--- src/rtl/rtc_evt_pkg.sv ---
package rtc_evt_pkg;
    localparam int NUM_FIELDS = 6;
    localparam int SEL_W      = 3;

    typedef enum logic [3:0] {
        ADR_SEC   = 4'd0,
        ADR_MIN   = 4'd1,
        ADR_HOUR  = 4'd2,
        ADR_DAY   = 4'd3,
        ADR_MON   = 4'd4,
        ADR_WDAY  = 4'd5,
        ADR_RANGE = 4'd6,
        ADR_CTRL  = 4'd7,
        ADR_FLAG  = 4'd8
    } reg_addr_e;

    typedef struct packed {
        logic [6:0] sec;
        logic [6:0] min;
        logic [5:0] hour;
        logic       pm;
        logic [5:0] day;
        logic [4:0] mon;
        logic [2:0] wday;
    } alarm_regs_t;

    typedef struct packed {
        logic [SEL_W-1:0] carry_sel;
        logic             alm_mode;
        logic             per_mode;
        logic             alm_mask;
        logic             per_mask;
    } ctrl_t;
endpackage

--- src/rtl/rtc_alarm_match.sv ---
module rtc_alarm_match
    import rtc_evt_pkg::*;
(
    input  alarm_regs_t           alm,
    input  logic [6:0]            t_sec,
    input  logic [6:0]            t_min,
    input  logic [5:0]            t_hour,
    input  logic                  t_pm,
    input  logic [5:0]            t_day,
    input  logic [4:0]            t_mon,
    input  logic [2:0]            t_wday,
    input  logic [NUM_FIELDS-1:0] range_en,
    output logic                  match
);
    logic [7:0]            tv [NUM_FIELDS];
    logic [7:0]            av [NUM_FIELDS];
    logic [NUM_FIELDS-1:0] hit;

    always_comb begin
        tv[0] = {1'b0, t_sec};
        tv[1] = {1'b0, t_min};
        tv[2] = {1'b0, t_pm, t_hour};
        tv[3] = {2'b0, t_day};
        tv[4] = {3'b0, t_mon};
        tv[5] = {5'b0, t_wday};
        av[0] = {1'b0, alm.sec};
        av[1] = {1'b0, alm.min};
        av[2] = {1'b0, alm.pm, alm.hour};
        av[3] = {2'b0, alm.day};
        av[4] = {3'b0, alm.mon};
        av[5] = {5'b0, alm.wday};
    end

    for (genvar i = 0; i < NUM_FIELDS; i++) begin : g_field
        assign hit[i] = !range_en[i] || (tv[i] == av[i]);
    end

    assign match = &hit;
endmodule

--- src/rtl/rtc_evt_channel.sv ---
module rtc_evt_channel #(
    parameter int PULSE_TICKS = 4
) (
    input  logic clk,
    input  logic rst_n,
    input  logic osc_tick,
    input  logic event_i,
    input  logic mode_i,
    input  logic mask_i,
    input  logic rd_clr_i,
    input  logic wr_clr_i,
    output logic flag_o,
    output logic active_o
);
    localparam int CNT_W = $clog2(PULSE_TICKS + 1);

    typedef struct packed {
        logic             flag;
        logic [CNT_W-1:0] cnt;
    } ch_state_t;

    ch_state_t s_d, s_q;

    always_comb begin
        s_d = s_q;
        if ((rd_clr_i && mode_i) || wr_clr_i) s_d.flag = 1'b0;
        if (event_i)                          s_d.flag = 1'b1;
        if (event_i && mode_i && !mask_i)
            s_d.cnt = CNT_W'(PULSE_TICKS);
        else if (osc_tick && s_q.cnt != '0)
            s_d.cnt = s_q.cnt - 1'b1;
    end

    always_ff @(posedge clk) begin
        if (!rst_n) s_q <= '0;
        else        s_q <= s_d;
    end

    assign flag_o   = s_q.flag;
    assign active_o = !mask_i && (mode_i ? (s_q.cnt != '0) : s_q.flag);
endmodule

--- src/rtl/rtc_event_ctrl.sv ---
module rtc_event_ctrl
    import rtc_evt_pkg::*;
#(
    parameter int NUM_CARRY   = 8,
    parameter int PULSE_TICKS = 4
) (
    input  logic                 clk,
    input  logic                 rst_n,
    input  logic                 osc_tick,
    input  logic                 sec_tick,
    input  logic [NUM_CARRY-1:0] carry_in,
    input  logic [6:0]           time_sec,
    input  logic [6:0]           time_min,
    input  logic [5:0]           time_hour,
    input  logic                 time_pm,
    input  logic [5:0]           time_day,
    input  logic [4:0]           time_mon,
    input  logic [2:0]           time_wday,
    input  logic                 reg_wr,
    input  logic                 reg_rd,
    input  logic [3:0]           reg_addr,
    input  logic [7:0]           reg_wdata,
    output logic [7:0]           reg_rdata,
    output logic                 per_irq_n,
    output logic                 alm_irq_n,
    output logic                 any_irq_n
);
    typedef struct packed {
        alarm_regs_t           alm;
        logic [NUM_FIELDS-1:0] range_en;
        ctrl_t                 ctrl;
    } top_state_t;

    localparam ctrl_t CTRL_RST = '{carry_sel: '0, alm_mode: 1'b0, per_mode: 1'b0,
                                   alm_mask: 1'b1, per_mask: 1'b1};

    top_state_t st_d, st_q;

    logic             per_mask, alm_mask, per_mode, alm_mode;
    logic [SEL_W-1:0] carry_sel;
    logic             alm_match, carry_hit;
    logic             per_flag, alm_flag, per_act, alm_act;
    logic             flag_sel;

    assign per_mask  = st_q.ctrl.per_mask;
    assign alm_mask  = st_q.ctrl.alm_mask;
    assign per_mode  = st_q.ctrl.per_mode;
    assign alm_mode  = st_q.ctrl.alm_mode;
    assign carry_sel = st_q.ctrl.carry_sel;
    assign flag_sel  = (reg_addr == ADR_FLAG);

    always_comb begin
        st_d = st_q;
        if (reg_wr) begin
            case (reg_addr_e'(reg_addr))
                ADR_SEC:   st_d.alm.sec  = reg_wdata[6:0];
                ADR_MIN:   st_d.alm.min  = reg_wdata[6:0];
                ADR_HOUR: begin
                    st_d.alm.hour = reg_wdata[5:0];
                    st_d.alm.pm   = reg_wdata[6];
                end
                ADR_DAY:   st_d.alm.day  = reg_wdata[5:0];
                ADR_MON:   st_d.alm.mon  = reg_wdata[4:0];
                ADR_WDAY:  st_d.alm.wday = reg_wdata[2:0];
                ADR_RANGE: st_d.range_en = reg_wdata[NUM_FIELDS-1:0];
                ADR_CTRL:  st_d.ctrl     = ctrl_t'(reg_wdata[6:0]);
                default: ;
            endcase
        end
    end

    always_ff @(posedge clk) begin
        if (!rst_n) begin
            st_q.alm      <= '0;
            st_q.range_en <= '0;
            st_q.ctrl     <= CTRL_RST;
        end else begin
            st_q <= st_d;
        end
    end

    always_comb begin
        case (reg_addr_e'(reg_addr))
            ADR_SEC:   reg_rdata = {1'b0, st_q.alm.sec};
            ADR_MIN:   reg_rdata = {1'b0, st_q.alm.min};
            ADR_HOUR:  reg_rdata = {1'b0, st_q.alm.pm, st_q.alm.hour};
            ADR_DAY:   reg_rdata = {2'b0, st_q.alm.day};
            ADR_MON:   reg_rdata = {3'b0, st_q.alm.mon};
            ADR_WDAY:  reg_rdata = {5'b0, st_q.alm.wday};
            ADR_RANGE: reg_rdata = {2'b0, st_q.range_en};
            ADR_CTRL:  reg_rdata = {1'b0, st_q.ctrl};
            ADR_FLAG:  reg_rdata = {6'b0, alm_flag, per_flag};
            default:   reg_rdata = 8'h00;
        endcase
    end

    always_comb begin
        carry_hit = 1'b0;
        for (int i = 0; i < NUM_CARRY; i++)
            if (carry_sel == SEL_W'(i)) carry_hit = carry_in[i];
    end

    rtc_alarm_match u_match (
        .alm      (st_q.alm),
        .t_sec    (time_sec),
        .t_min    (time_min),
        .t_hour   (time_hour),
        .t_pm     (time_pm),
        .t_day    (time_day),
        .t_mon    (time_mon),
        .t_wday   (time_wday),
        .range_en (st_q.range_en),
        .match    (alm_match)
    );

    rtc_evt_channel #(.PULSE_TICKS(PULSE_TICKS)) u_per (
        .clk      (clk),
        .rst_n    (rst_n),
        .osc_tick (osc_tick),
        .event_i  (carry_hit),
        .mode_i   (per_mode),
        .mask_i   (per_mask),
        .rd_clr_i (reg_rd && flag_sel),
        .wr_clr_i (reg_wr && flag_sel && !reg_wdata[0]),
        .flag_o   (per_flag),
        .active_o (per_act)
    );

    rtc_evt_channel #(.PULSE_TICKS(PULSE_TICKS)) u_alm (
        .clk      (clk),
        .rst_n    (rst_n),
        .osc_tick (osc_tick),
        .event_i  (sec_tick && alm_match),
        .mode_i   (alm_mode),
        .mask_i   (alm_mask),
        .rd_clr_i (reg_rd && flag_sel),
        .wr_clr_i (reg_wr && flag_sel && !reg_wdata[1]),
        .flag_o   (alm_flag),
        .active_o (alm_act)
    );

    assign per_irq_n = !per_act;
    assign alm_irq_n = !alm_act;
    assign any_irq_n = per_irq_n & alm_irq_n;
endmodule

--- config.mk ---
export PLATFORM = sky130hd
export DESIGN_NAME = rtc_event_ctrl
export DESIGN_NICKNAME = d
export VERILOG_FILES = /design/src/rtl/rtc_evt_pkg.sv /design/src/rtl/rtc_alarm_match.sv /design/src/rtl/rtc_evt_channel.sv /design/src/rtl/rtc_event_ctrl.sv
export SDC_FILE = /design/constraint.sdc
export NUM_CORES = 1
export LEC_CHECK = 0
export ABC_CLOCK_PERIOD_IN_PS = 2600
export BUFFER_PORTS_ARGS = -buffer_cell sky130_fd_sc_hd__buf_4
export CAP_MARGIN = 25
export CELL_PAD_IN_SITES_DETAIL_PLACEMENT = 1
export CELL_PAD_IN_SITES_GLOBAL_PLACEMENT = 1
export CORE_AREA = 5 5 92 94
export CTS_CLUSTER_SIZE = 20
export DETAILED_ROUTE_END_ITERATION = 10
export DIE_AREA = 0 0 97 99
export PLACE_DENSITY = 0.86
export SLEW_MARGIN = 20
export SYNTH_ARGS = -nofsm -noshare
export SYNTH_HDL_FRONTEND = slang
export SYNTH_SLANG_ARGS = --single-unit
--- constraint.sdc ---
create_clock -name clk -period 2.6 [get_ports clk]
set_input_delay 0 -clock clk [delete_from_list [all_inputs] [get_ports clk]]
set_output_delay 0 -clock clk [all_outputs]
set_load 0.02 [all_outputs]
==> reports/results.ini, run 1 <==
[run_status]
outcome=finished, final reports clean

[synth]
yosys-top-cells-count=56 x dfxtp_1, 54 x nor2_1, 42 x mux2i_1
ys.flop_type=dfxtp_1
yosys_warnings=0
synth-seq-cells=56
synth_mux_area_share_pct=19.5
synthesis.area_sq_um=3190
synth_top_area_share_pct=35.1
synthXorXnorAreaFrac_pct=10.4
synthTopCellsByArea=dfxtp_1 35%, mux2i_1 13%, xnor2_1 6.6%, nor2_1 6.3%, xor2_1 3.8%
synth.avg_cell_area_sq_um=8.95
synth-async-reset-ratio_pct=0
syn_inst=357
syn-num-nets=422
synth_top_cell_by_area=dfxtp_1
yosysMostFrequentCell=dfxtp_1
synthSimpleGateAreaFrac_pct=19.0
synth-adder-area-share_pct=1.57
synth-edff-count=0
synth_top_family_by_area=multiplexers
ys_types=49
synth_compound_area_share_pct=10.1
seq_area_frac_synth_pct=35.1

[placement]
dpl.hpwl_mm=7.81
globalplace.congestion=0.899
dp.cells=511
port_buffers=69
dpl_cell_area_sq_um=3770

[clocking]
clockBufferDepth=2
cts_root_buffer=clkbuf_8
cts.sink_count=56
cts_buffers=5
tritoncts=built
clkLatencyLatePin_ps=310
h-tree-depth=2
clk_pin_slew_ps=100

[finish]
final_cell_count_no_fill=523
area_growth_pct=22.1
fin_nets=485
drive_gt1_share_pct=22.8
stdcell_area_sq_um=3900
diodes=0

[hold_path]
whs_endpoint=st_q[43]$_SDFFE_PN0P_
hold_path_depth=3
min-delay-start=reg_wdata[2]
hold_path_class=in -> reg

[sta]
grt_setup_unrepaired=false
setup_viol=0
worst_slew_pin_slew_ps=884
tns_ps=0
final_hold_viol_count=0
fin_crit_ps=1880
slew_headroom_pct=41.0
fin_worst_skew_ps=10.6
slew_violations=0
finalCritPeriodShare_pct=72.5
fmaxAchievable_ghz=0.531

[worst_setup_path]
worstPathCellList=xnor2_1, nand4_1, o41ai_1, nand4_1, o32ai_1
critical_path_required_ps=2820
cp.arrival_ps=2100
slowest_stage=o41ai_1
timing.rr.start=st_q[36]$_SDFFE_PN0P_
ff2ff_setup_slack_ps=720
critPathMostFrequentCell=nand4_1
critPathKind=reg -> reg
ff2ff_path_depth=5
cpPeakStageDelay_ps=440
critPathMaxFanout=4
startpoint_type=register
timing.rr.end=u_alm.s_q[2]$_SDFFE_PN0P_
worstPathBufferInverterCount=0
crit_path_end_kind=register
cpLargestDelayFamily=compound AO/OA/AOI/OAI gates

[die]
die_height_microns=99
rows=32
initial_utilization_pct=42.2
die_w_microns=97
die-area_sq_um=9600
core-area_sq_um=7570
io_pins=72

[run]
drv_cap=0

[route]
vias=2868
wl_per_cell_microns=19.1
antenna_left=0
first_iter_violations=195
wl_mm=10.0
via_per_inst=5.48
firstDrtPassIters=4
drc=0

[power]
power.leakage_nw=1.62
ir_worst_vdd_uv=233
pwr_density_cell_nw_per_um2=494

[grt]
grt-ovfl-total=0
grt_pass1_vias=3166
grt_max_degree=27
track_usage_pct=21.2
grt_pass1_wl_mm=16.4
antenna_found_initial=0

==> stage by stage <==
stage	setup slack (ps)	util (%)	hold WS [ps]	power [mW]
6_report	715	51.6	11.3	1.93
5_1_grt	578	51.6	15.4	2.03
4_1_cts	710	51.6	9.21	1.94
3_5_place_dp	750	49.8	237	1.43
3_3_place_gp	817	49.8	232	1.40
2_1_floorplan	977	-	118	1.26
==> cells in the final DEF (no fill, tap or decap), types with 4 or more instances in the layout <==
cell / count
buf_4: 73
and3_1: 4
clkbuf_8: 6
mux2_2: 4
dfxtp_1: 56
nand3_1: 19
dlygate4sd3_1: 4
mux2i_1: 42
inv_1: 8
a21oi_1: 20
xnor2_1: 24
a22oi_1: 4
nand4_1: 5
o21ai_0: 4
mux4_2: 4
ha_1: 4
nor2_1: 54
xor2_1: 14
nand2_1: 25
==> how the worst max path moves through the flow <==
stage          cells after the start                   endpoint                       from  slack, ps
2_1_floorplan                      5  u_per.s_q[1]$_SDFFE_PP0P_  carry_sel[0]$_SDFFE_PN0P_        980
3_3_place_gp                       5  u_alm.s_q[2]$_SDFFE_PN0P_      st_q[36]$_SDFFE_PN0P_        820
3_5_place_dp                       5  u_alm.s_q[2]$_SDFFE_PN0P_      st_q[36]$_SDFFE_PN0P_        750
4_1_cts                            5  u_alm.s_q[2]$_SDFFE_PN0P_      st_q[36]$_SDFFE_PN0P_        710
5_1_grt                            5  u_alm.s_q[2]$_SDFFE_PN0P_      st_q[36]$_SDFFE_PN0P_        580
6_report                           5  u_alm.s_q[2]$_SDFFE_PN0P_      st_q[36]$_SDFFE_PN0P_        720
==> routing by layer <==
layer	global-route usage, %	routed length (microns)	vias to the layer above	share of wire (%)
met4	5.94	203	0	2.0
met3	3.82	495	15	4.9
met2	37.6	5120	93	51
met1	26.3	4200	1395	42
li1	-	-	1365	-
met5	0	0	-	0
==> sequential cells by signal, summed over array words and instances (netlist names), 3 cells and up <==
| register | count |
|---|---|
| st_q | 41 |
| carry_sel | 3 |
| u_per.s_q | 3 |
| u_alm.s_q | 3 |
==> power by group <==
group	leakage, nW	total (mW)	switching [mW]	internal, mW
combinational	1.13	0.481	0.257	0.224
sequential	0.453	0.938	0.0325	0.906
clock	0.0445	0.507	0.289	0.217
total	1.62	1.93	0.579	1.35
==> layout make-up <==
| type | count | area (sq um) |
|---|---|---|
| clock buffers | 7 | 86.3 |
| clock inverters | 1 | 7.51 |
| fillers | 891 | 3670 |
| inverters | 8 | 30.0 |
| multi-input cells | 272 | 1940 |
| flip-flops and latches | 56 | 1120 |
| well taps | 102 | 128 |
| repair buffers | 77 | 588 |
==> cell families (layout without fill, tap and decap cells) <==
| logic type | count (synthesis) | in the layout |
|---|---|---|
| AND/OR/NAND/NOR | 127 | 127 |
| flip-flops | 56 | 56 |
| multiplexers | 53 | 53 |
| AO/OA/AOI/OAI | 49 | 49 |
| XOR/XNOR | 38 | 38 |
| buffers and inverters | 29 | 93 |
| adder cells (fa/ha/maj) | 4 | 4 |
| other | 1 | 1 |
==> worst reg2reg max path: stages (launching register included) <==
cell and delay (ps):
dfxtp_1 350, xnor2_1 200, nand4_1 140, o41ai_1 440, nand4_1 330, o32ai_1 330
==> timing repair <==
action                                 CTS  global route
gates resized for setup                  0             0
buffers inserted                         0             0
hold buffers                             4             0
endpoints found under the hold margin   11             0
No activity file was read; power rests on OpenSTA's default activity.
==> run 2, diff against run 1 <==
ABC_CLOCK_PERIOD_IN_PS = 1800   (was 2600)
CORE_AREA = 5 5 95 97   (was 5 5 92 94)
DIE_AREA = 0 0 100 102   (was 0 0 97 99)
PLACE_DENSITY = 0.81   (was 0.86)
clock period = 1.8 ns   (was 2.6 ns; I/O delays follow)
==> reports/results.ini, run 2 (synthesis gave the netlist of run 1 again) <==
[run_status]
outcome=complete, but fails checks
violations=hold timing

[die]
die_height_microns=102  ; +3.0%
die_w_microns=100  ; +3.1%
rows=33  ; +3.1%
io_pins=72  ; unchanged
core-area_sq_um=8050  ; +6.4%
die-area_sq_um=10200  ; +6.2%
initial_utilization_pct=39.7  ; -2.5 points

[clocking]
clk_pin_slew_ps=110  ; about the same
tritoncts=built
cts_buffers=5  ; unchanged
clockBufferDepth=2  ; unchanged
cts.sink_count=56  ; unchanged
clkLatencyLatePin_ps=320  ; about the same
cts_root_buffer=clkbuf_8
h-tree-depth=2  ; unchanged

[grt]
grt_pass1_vias=3097  ; -2.2%
track_usage_pct=20.3  ; -0.94 points
grt_pass1_wl_mm=16.2  ; -1.6%
grt-ovfl-total=0  ; unchanged
grt_max_degree=51  ; +89%
antenna_found_initial=0  ; unchanged

[sta]
fin_worst_skew_ps=7.32  ; -3.29 ps
grt_setup_unrepaired=true
fmaxAchievable_ghz=0.584  ; +10%
setup_viol=0  ; unchanged
final_hold_viol_count=1  ; +1
worst_slew_pin_slew_ps=543  ; -341 ps
slew_headroom_pct=63.8  ; +23 points
finalHoldWorstSlack_ps=-3.32  ; -14.6 ps
finalCritPeriodShare_pct=95.1  ; +23 points
slew_violations=0  ; unchanged
fin_crit_ps=1710  ; -173 ps

[worst_setup_path]
timing.rr.start=carry_sel[0]$_SDFFE_PN0P_
cp.arrival_ps=1950  ; -150 ps
worstPathBufferInverterCount=0  ; unchanged
startpoint=carry_sel[0]$_SDFFE_PN0P_
cpLargestDelayFamily=multiplexers
slowest_stage=mux4_1
startpoint_type=register
critical_path_required_ps=2040  ; -780 ps
cpPeakStageDelay_ps=560  ; +120 ps
worstPathCellList=mux4_1, mux2_4, nand3b_4, nand2_2, a311oi_2
crit_path_end_kind=register
critPathMaxFanout=4  ; unchanged
critPathKind=reg -> reg

[placement]
dpl.hpwl_mm=7.87  ; +0.81%
dpl_cell_area_sq_um=3790  ; +0.70%
globalplace.congestion=0.883  ; -1.8%
dp.cells=517  ; +1.2%
port_buffers=69  ; unchanged

[power]
comb_power_share_pct=26.7  ; +1.7 points
power.leakage_nw=1.67  ; +2.6%
ir_worst_vdd_uv=298  ; +28%
internal-power_mw=2.13  ; +58%
p_clk_share_pct=28.3  ; +2.0 points
switching_power_mw=0.882  ; +52%
sw_frac_of_total_pct=29.3  ; -0.71 points
pwr_density_cell_nw_per_um2=756  ; +53%
total_power_mw=3.01  ; +56%
p_seq_share_pct=45.0  ; -3.7 points

[finish]
final_common_cell=buf_4
diodes=0  ; unchanged
drive_gt1_share_pct=25.4  ; +2.5 points
final_cell_count_no_fill=531  ; +1.5%
final_core_util_pct=49.4  ; -2.2 points
area_growth_pct=24.5
regMostFlops=st_q
largest_register_ff_count=41  ; unchanged
layout_common_cells=79 x buf_4, 54 x nor2_1, 54 x dfxtp_1
stdcell_area_sq_um=3980  ; +1.9%
fin_nets=490  ; +1.0%

[route]
drc=0  ; unchanged
antenna_left=0  ; unchanged
first_iter_violations=176  ; -9.7%
firstDrtPassIters=5  ; +1
wl_mm=10.2  ; +1.5%
via_per_inst=5.43  ; -1.0%
vias=2882  ; +0.49%
wl_per_cell_microns=19.1  ; about the same

[hold_path]
hold_path_class=in -> reg
min-delay-start=reg_wdata[5]

[run]
drv_cap=0  ; unchanged

[run 2: worst paths after layout]
kind / end / slack [ps] / cells after the start
setup / recovery: u_per.s_q[1]$_SDFFE_PP0P_ / 90 / 5
hold / removal: st_q[46]$_SDFFE_PN0P_ / -3 / 3
setup reg to reg: u_per.s_q[1]$_SDFFE_PP0P_ / 90 / 5
hold reg to reg: st_q[35]$_SDFFE_PN0P_ / 510 / 2
[run 2: final cells by class]
cell class / instances / area [sq um]
Fill cell: 956 / 4080
Inverter: 8 / 30.0
Clock inverter: 3 / 42.5
Clock buffer: 5 / 68.8
Timing Repair Buffer: 82 / 623
Tap cell: 105 / 131
Sequential cell: 56 / 1120
Multi-Input combinational cell: 272 / 1960
[run 2: worst min-delay path, delay by kind of cell]
family | cells | cell delay [ps]
simple gates | 1 | 70
compound gates | 1 | 60
buf+inv | 1 | 140
[run 2: metal layers]
metal | global-route usage (%) | vias up | wire, microns
met5 | 0 | - | 0
met4 | 6.42 | 0 | 268
met3 | 3.21 | 18 | 440
met2 | 34.8 | 84 | 4940
met1 | 26.2 | 1406 | 4510
li1 | - | 1374 | -
[run 2: what timing repair did]
| item | in CTS | in global routing |
|---|---|---|
| endpoints found under the hold margin | 7 | 0 |
| resized for setup | 0 | 5 |
| setup endpoints to repair | 0 | 6 |
| setup buffers | 0 | 3 |
| hold buffers | 3 | 0 |
[run 2: power groups by stage]
stage | clock network (mW) | logic (mW) | registers [mW]
after CTS | 0.855 | 0.702 | 1.35
after global placement | 0 | 0.664 | 1.38
after floorplan | 0 | 0.451 | 1.37
final | 0.851 | 0.802 | 1.35
after global routing | 0.893 | 0.884 | 1.36
after detailed placement | 0 | 0.690 | 1.38
[run 2: metrics by stage]
step / setup TNS, ps / setup WS [ps]
2_1_floorplan: 0 / 177
3_3_place_gp: 0 / 114
3_5_place_dp: 0 / 65.6
4_1_cts: 0 / 6.73
5_1_grt: -34.6 / -34.6
6_report: 0 / 88.5
